==> src/rtl/exc_pkg.sv <==
package exc_pkg;
  localparam int NSTG = 4;
  localparam int XLEN = 32;
  localparam int CW   = 3;

  typedef enum logic [CW-1:0] {
    C_IRQ   = 3'd0,
    C_IPF   = 3'd1,
    C_DPF   = 3'd2,
    C_UNDEF = 3'd3,
    C_OVF   = 3'd4,
    C_HWERR = 3'd5
  } cause_e;

  // stage index 0 = fetch ... 3 = memory
  function automatic cause_e stage_cause(int s);
    case (s)
      0:       return C_IPF;
      1:       return C_UNDEF;
      2:       return C_OVF;
      default: return C_DPF;
    endcase
  endfunction
endpackage

==> src/rtl/exc_arbiter.sv <==
module exc_arbiter
  import exc_pkg::*;
#(
  parameter int N  = NSTG,
  parameter int W  = XLEN,
  localparam int SW = $clog2(N)
) (
  input  logic [N-1:0]        sync_req,
  input  logic [N-1:0][W-1:0] stage_pc,
  input  logic                io_irq,
  input  logic                hw_err,
  output logic                hit,
  output logic                is_sync,
  output cause_e              win_cause,
  output logic [W-1:0]        win_pc,
  output logic [SW-1:0]       win_stg
);
  always_comb begin
    is_sync   = |sync_req;
    hit       = is_sync | io_irq | hw_err;
    win_cause = hw_err ? C_HWERR : C_IRQ;
    win_pc    = stage_pc[0];
    win_stg   = '0;
    // later (older) stages overwrite earlier ones
    for (int s = 0; s < N; s++) begin
      if (sync_req[s]) begin
        win_cause = stage_cause(s);
        win_pc    = stage_pc[s];
        win_stg   = SW'(s);
      end
    end
  end
endmodule

==> src/rtl/exc_flush_gen.sv <==
module exc_flush_gen #(
  parameter int N  = 4,
  localparam int SW = $clog2(N)
) (
  input  logic          fire,
  input  logic [SW-1:0] stg,
  output logic [N-1:0]  mask
);
  for (genvar i = 0; i < N; i++) begin : g_bit
    assign mask[i] = fire & (stg >= SW'(i));
  end
endmodule

==> src/rtl/exc_regs.sv <==
module exc_regs
  import exc_pkg::*;
#(
  parameter int N = NSTG,
  parameter int W = XLEN
) (
  input  logic          clk,
  input  logic          rst_n,
  input  logic          take,
  input  cause_e        cause_d,
  input  logic [W-1:0]  pc_d,
  input  logic [N-1:0]  mask_d,
  output logic [CW-1:0] cause_q,
  output logic [W-1:0]  epc_q,
  output logic          cause_wr,
  output logic          epc_wr,
  output logic          pc_sel,
  output logic [N-1:0]  flush
);
  always_ff @(posedge clk or negedge rst_n) begin
    if (!rst_n) begin
      cause_q  <= '0;
      epc_q    <= '0;
      cause_wr <= 1'b0;
      epc_wr   <= 1'b0;
      pc_sel   <= 1'b0;
      flush    <= '0;
    end else begin
      cause_wr <= take;
      epc_wr   <= take;
      pc_sel   <= take;
      flush    <= take ? mask_d : '0;
      if (take) begin
        cause_q <= cause_d;
        epc_q   <= pc_d;
      end
    end
  end


  flush_pulse_chk: assert property (@(posedge clk) disable iff (!rst_n)
    (|flush) |=> (flush == '0));

  cause_hold_chk: assert property (@(posedge clk) disable iff (!rst_n)
    !cause_wr |-> $stable(cause_q));

  epc_hold_chk: assert property (@(posedge clk) disable iff (!rst_n)
    !epc_wr |-> $stable(epc_q));

  flush_contig_chk: assert property (@(posedge clk) disable iff (!rst_n)
    (|flush) |-> (flush[0] && pc_sel));
endmodule

==> src/rtl/exc_prio_ctrl.sv <==
module exc_prio_ctrl
  import exc_pkg::*;
#(
  parameter logic [XLEN-1:0] HANDLER = 32'h8000_0180
) (
  input  logic            clk,
  input  logic            rst_n,
  input  logic            if_fault_i,
  input  logic            id_undef_i,
  input  logic            ex_ovf_i,
  input  logic            mem_fault_i,
  input  logic [XLEN-1:0] pc_if_i,
  input  logic [XLEN-1:0] pc_id_i,
  input  logic [XLEN-1:0] pc_ex_i,
  input  logic [XLEN-1:0] pc_mem_i,
  input  logic            io_irq_i,
  input  logic            hw_err_i,
  output logic [CW-1:0]   cause_o,
  output logic            cause_wr_o,
  output logic [XLEN-1:0] epc_o,
  output logic            epc_wr_o,
  output logic            pc_sel_o,
  output logic [XLEN-1:0] handler_pc_o,
  output logic [NSTG-1:0] flush_o
);
  localparam int SW = $clog2(NSTG);

  logic [NSTG-1:0]           sync_req;
  logic [NSTG-1:0][XLEN-1:0] stage_pc;
  logic                      hit, is_sync, take;
  cause_e                    win_cause;
  logic [XLEN-1:0]           win_pc;
  logic [SW-1:0]             win_stg;
  logic [NSTG-1:0]           mask;

  assign sync_req = {mem_fault_i, ex_ovf_i, id_undef_i, if_fault_i};
  assign stage_pc = {pc_mem_i, pc_ex_i, pc_id_i, pc_if_i};

  exc_arbiter #(.N(NSTG), .W(XLEN)) u_arb (
    .sync_req (sync_req),
    .stage_pc (stage_pc),
    .io_irq   (io_irq_i),
    .hw_err   (hw_err_i),
    .hit      (hit),
    .is_sync  (is_sync),
    .win_cause(win_cause),
    .win_pc   (win_pc),
    .win_stg  (win_stg)
  );

  // requests seen while a flush is applied are dropped
  assign take = hit & ~(|flush_o);

  exc_flush_gen #(.N(NSTG)) u_flush (
    .fire(1'b1),
    .stg (win_stg),
    .mask(mask)
  );

  exc_regs #(.N(NSTG), .W(XLEN)) u_regs (
    .clk     (clk),
    .rst_n   (rst_n),
    .take    (take),
    .cause_d (win_cause),
    .pc_d    (win_pc),
    .mask_d  (mask),
    .cause_q (cause_o),
    .epc_q   (epc_o),
    .cause_wr(cause_wr_o),
    .epc_wr  (epc_wr_o),
    .pc_sel  (pc_sel_o),
    .flush   (flush_o)
  );

  assign handler_pc_o = HANDLER;


  sync_first_chk: assert property (@(posedge clk) disable iff (!rst_n)
    (is_sync && !(|flush_o)) |=>
      (cause_wr_o && cause_o != C_IRQ && cause_o != C_HWERR));

  busy_ignore_chk: assert property (@(posedge clk) disable iff (!rst_n)
    (|flush_o) |=> (!cause_wr_o && !epc_wr_o));

  irq_flush_chk: assert property (@(posedge clk) disable iff (!rst_n)
    (hit && !is_sync && !(|flush_o)) |=> (flush_o == NSTG'(1)));
endmodule

==> config.mk <==
export PLATFORM = sky130hd
export DESIGN_NAME = exc_prio_ctrl
export DESIGN_NICKNAME = d
export VERILOG_FILES = /design/src/rtl/exc_pkg.sv /design/src/rtl/exc_arbiter.sv /design/src/rtl/exc_flush_gen.sv /design/src/rtl/exc_regs.sv /design/src/rtl/exc_prio_ctrl.sv
export SDC_FILE = /design/constraint.sdc
export NUM_CORES = 1
export LEC_CHECK = 0
export BUFFER_PORTS_ARGS = -buffer_cell sky130_fd_sc_hd__buf_2
export CAP_MARGIN = 20
export CORE_MARGIN = 3
export CORE_UTILIZATION = 36
export DETAILED_ROUTE_END_ITERATION = 16
export GPL_TIMING_DRIVEN = 1
export PLACE_DENSITY = 0.81
export SYNTH_ARGS = -nofsm -noshare
export SYNTH_HDL_FRONTEND = slang
export SYNTH_SLANG_ARGS = --single-unit
export TNS_END_PERCENT = 100
==> constraint.sdc <==
create_clock -name clk -period 1.7 [get_ports clk]
set_input_delay 0 -clock clk [delete_from_list [all_inputs] [get_ports clk]]
set_output_delay 0 -clock clk [all_outputs]
set_load 0.05 [all_outputs]
== Yosys cells after proc, flatten, opt, wreduce, memory -nomap -nowiden ==
Cells that the tools add are included.
Storage, ports and cells
  ROM bits: 0
  register bits after elaboration: 40
  bits in writable memories: 0
  memories: 0
  latch bits: 0
  word-level logic and storage cells: 26
Operators by class
  $mul: 0
  add/sub/neg operators: 0
  div/mod/pow operators: 0
  eq/ne operators: 0
  bitwise operators: 4
  shifts and indexed selects: 0
  magnitude comparators: 4
  mux-type cells: 12
  reductions and logical operators: 2
Operators by type and width (number)
  two-way mux 32 bit: 3
  two-way mux 3 bit: 5
  OR reduction 4 bit: 2
  greater-or-equal comparator 2 x 1 -> 1 bit, second input constant: 2
  greater-or-equal comparator 2 bit, second input constant: 2
  two-way mux 2 bit: 2
  two-way mux 4 bit: 1
  bitwise OR 1 bit: 2
  bitwise AND 1 bit: 1
  two-way mux 1 bit: 1
  inverter 1 bit: 1

== Logic depth before layout (Yosys ltp) ==
  depth in word-level cells: 5
  depth in mapped cells: 6
  mapped depth without buffers: 3

== Hierarchy ==
Synthesis repeated with hierarchy kept, for this count alone.
Second synthesis, totals
  cells, all modules: 282
  area, all modules: 3060.4 um^2
Modules (own cells, without submodules)
  exc_regs: cells an instance 85, area an instance 1495.2 um^2, times used 1
  exc_arbiter: cells an instance 157, area an instance 1270.0 um^2, times used 1
  exc_prio_ctrl: cells an instance 36, area an instance 266.5 um^2, times used 1
  exc_flush_gen: cells an instance 4, area an instance 28.8 um^2, times used 1

== Worst setup path after synthesis ==
OpenSTA, ideal clock, no wires.
  path kind: register to register
  start point: reg u_regs.flush[0]
  end point: reg u_regs.cause_q[2]
  clock period less this slack: 1939 ps
  slack: -239 ps
  path buffers: 1
  stages on the path, launching flop included: 5
  data arrival time: 1814 ps
  path through: dfrtp_1 -> or4_4 -> a21oi_2 -> buf_6 -> mux2_2
On the way
  cells in the longest elaborated chain, start to end: 3
Ends and longest elaborated chain
  from (decl): RTL line exc_regs.sv:18  | output logic [N-1:0] flush
  from (signal assigned): RTL line exc_regs.sv:32  | flush <= take ? mask_d : '0;
  OR reduction 4 bit: RTL line exc_prio_ctrl.sv:52  | assign take = hit & ~(|flush_o);
  inverter 1 bit: RTL line exc_prio_ctrl.sv:52
  bitwise AND 1 bit: RTL line exc_prio_ctrl.sv:52
  to (signal assigned): RTL line exc_regs.sv:34  | cause_q <= cause_d;
  to (decl): RTL line exc_regs.sv:13  | output logic [CW-1:0] cause_q,
No other way between the ends.
A chain may end at the register's enable or synchronous reset.

== Worst setup path after layout ==
  start point: reg u_regs.flush[3]
  end point: reg u_regs.cause_q[2]
Same word-level chain as after synthesis.

==> flow_metrics.tcl <==
set metrics [dict create \
    maxCapViolations 0 \
    finalSetupViolations 5 \
    violations "setup timing" \
    netlist_top_cells_area "dfrtp_1 (37%), mux2_2 (14%), mux2i_1 (13%)" \
    timing.critical_path.buf_inv 2 \
    slew_viol_final 0 \
    antenna_found_initial 0 \
    wl_um 8010 \
    grt_max_degree 40 \
    syn_inst 243 \
    fillers 623 \
    fmax_mhz 575 \
    fp.dieH_um 91.5 \
    cts.sinks 39 \
    finalInstanceArea_um2 3700 \
    grt_pass1_wl_um 12100 \
    ir_drop_v 0.000412 \
    grtUsageMet1_pct 20.0 \
    synth_edf_count 0 \
    wl_per_cell_um 15.4 \
    die_w_um 91.5 \
    areaGrowthSynthToFinish_pct 40.4 \
    drc 0 \
    fin_crit_ns 1.74 \
    worstPathArrival_ns 1.91 \
    synth_top_family_by_area "multiplexers" \
    num_rows 30 \
    async_flop_share_pct 100 \
    ys_dominant_reg_cell "dfrtp_1" \
    initial_core_util_pct 37.9 \
    synth.distinct_cells 25 \
    first_pass_iters 7 \
    portBuffers 177 \
    crit_type "register to register" \
    setup_ws_ns -0.0397 \
    overflow 0 \
    endpoint_kind "register" \
    num_io_pins 210 \
    path_cells "or4_4 > a21oi_4 > buf_12 > buf_6 > mux2_4" \
    total_leakage_power_nw 2.20 \
    fin_cells 519 \
    fin_skew_ns 0.00617 \
    drt_iter0_drc 190 \
    cts_buffers 5 \
    place_area_um2 3520 \
    rsz0062_at_grt "yes" \
    synth_compound_area_share_pct 14.0 \
    synthAdderAreaFrac_pct 0 \
    hold_viol 0 \
    dr_total_vias 2498 \
    drive_above_1_share_pct 57.4 \
    globalplace.congestion 0.741 \
    synth.most_common_cell "dfrtp_1" \
    start_kind "register" \
    crit_required_ns 1.87 \
    syn_area_per_cell_um2 10.8 \
    synth_xor_area_share_pct 0 \
    fin_crit_sh_pct 102 \
    vias_per_cell 4.81 \
    dieArea_um2 8380 \
    ys_warn_count 0 \
    ys_seq_elements 39 \
    p_per_area_nw_per_um2 730 \
    synthSimpleGateAreaFrac_pct 2.33 \
    synth_top_cell_area_share_pct 37.1 \
    cts.htree.levels 2 \
    met2_usage_pct 33.7 \
    busiest_layer "met2" \
    crit_slowest_cell "or4_4" \
    hold_path_class "primary input to register" \
    grt_pass1_vias 2513 \
    finalNetCount 558 \
    outcome "finished, violations left" \
    synth_top_area_cell "dfrtp_1" \
    worst-path-max-fanout 5 \
    cpPeakStageDelay_ns 0.56 \
    dpl.cell_count 505 \
    clk_pin_slew_ns 0.08 \
    post-route-util_pct 53.2 \
    dp_hpwl_um 6190 \
    syn_area_um2 2630 \
    cts_tree "yes" \
    slew_headroom_pct 41.8 \
    cts-root-buf "clkbuf_8" \
    antenna_cells 0 \
    cts_buffer_depth 2 \
    grt_usage_pct 17.9 \
    tightest_slew_ns 0.873 \
    crit_family "simple AND/OR/NAND/NOR gates" \
    antenna_left 0 \
    synth_mux_area_share_pct 26.7 \
    synthTopCellsByCount "dfrtp_1 (39), buf_4 (35), inv_1 (34), mux2_2 (33), mux2i_1 (33)" \
    ys_seq_area_share_pct 37.1 \
    gr-usage-met3_pct 4.14 \
    clk_latency_ns 0.28 \
    core_um2 6940 \
]
[worst min-delay path: stages]
cell and delay, ns:
buf_2 0.07, a222oi_1 0.06, mux2i_1 0.13
[sequential cells by signal, indices dropped and copies added (netlist names)]
register        cells
u_regs.epc_q       32
u_regs.cause_q      3
u_regs.flush        4
[worst paths after layout]
path	start	end	slack (ns)	depth (start not counted)
setup / recovery	u_regs.flush[3]$_DFF_PN0_	u_regs.cause_q[2]$_DFFE_PN0P_	-0.04	5
hold / removal	pc_ex_i[16]	u_regs.epc_q[16]$_DFFE_PN0P_	0.01	3
setup reg to reg	u_regs.flush[3]$_DFF_PN0_	u_regs.cause_q[2]$_DFFE_PN0P_	-0.04	5
hold reg to reg	u_regs.epc_q[1]$_DFFE_PN0P_	u_regs.epc_q[1]$_DFFE_PN0P_	0.52	2
max in group asynchronous	rst_n	u_regs.flush[3]$_DFF_PN0_	0.72	2
min in group asynchronous	rst_n	u_regs.epc_q[8]$_DFFE_PN0P_	0.37	2
[report_power, final]
group          total [mW]  switching, mW  leakage, nW  internal [mW]
logic                1.04          0.697         1.69          0.340
clock network       0.608          0.321       0.0412          0.287
registers            1.05         0.0462        0.475           1.01
total                2.70           1.06         2.20           1.63
[cell families after synthesis]
family / count (synthesis)
AOI/OAI and AO/OA: 38
buffers and inverters: 87
DFF: 39
muxes: 66
other: 2
and+or+nand+nor: 11
[metrics by stage]
step	setup TNS [ns]	setup WS, ns	total power, mW	hold slack (ns)
finish	-0.112	-0.0397	2.70	0.0143
global route	-0.968	-0.0727	2.84	0.0276
CTS	-1.07	-0.0663	2.72	0.00474
detailed placement	-0.481	-0.0512	2.10	0.165
floorplan	-2.37	-0.117	1.82	-0.296
global placement	0	0.0447	2.07	0.146
[repair_timing]
item / CTS / global route
resized for setup: 0 / 2
hold buffers: 2 / 0
cloned: 0 / 1
hold endpoints to repair: 40 / 0
endpoints found under the setup margin: 32 / 34
setup buffers: 0 / 3
[layout make-up]
class | instances | area [um2] | share of cell area [%]
clock buffer | 6 | 72.6 | 1.96
clock inverter | 2 | 12.5 | 0.338
inverter | 34 | 128 | 3.45
multi-input combinational | 147 | 1270 | 34.4
sequential | 39 | 980 | 26.5
tap | 96 | 120 | 3.25
timing repair buffer | 195 | 1110 | 30.1
[placed cells by master, fill, tap and decap left out, types with 3 or more instances in the layout]
master      n
mux2_2     31
buf_12      5
buf_4       8
a222oi_1   31
conb_1     32
buf_2     177
inv_1      34
clkbuf_8    5
dfrtp_1    36
mux2i_1    33
dfrtp_2     3
[metal layers]
metal  wire, um  vias to the layer above
met1       2950                     1175
li1           -                     1175
met4         91                        0
met2       4340                      140
met3        624                        8
met5          0                        -
Note: power is estimated with default switching activity, not from simulation.
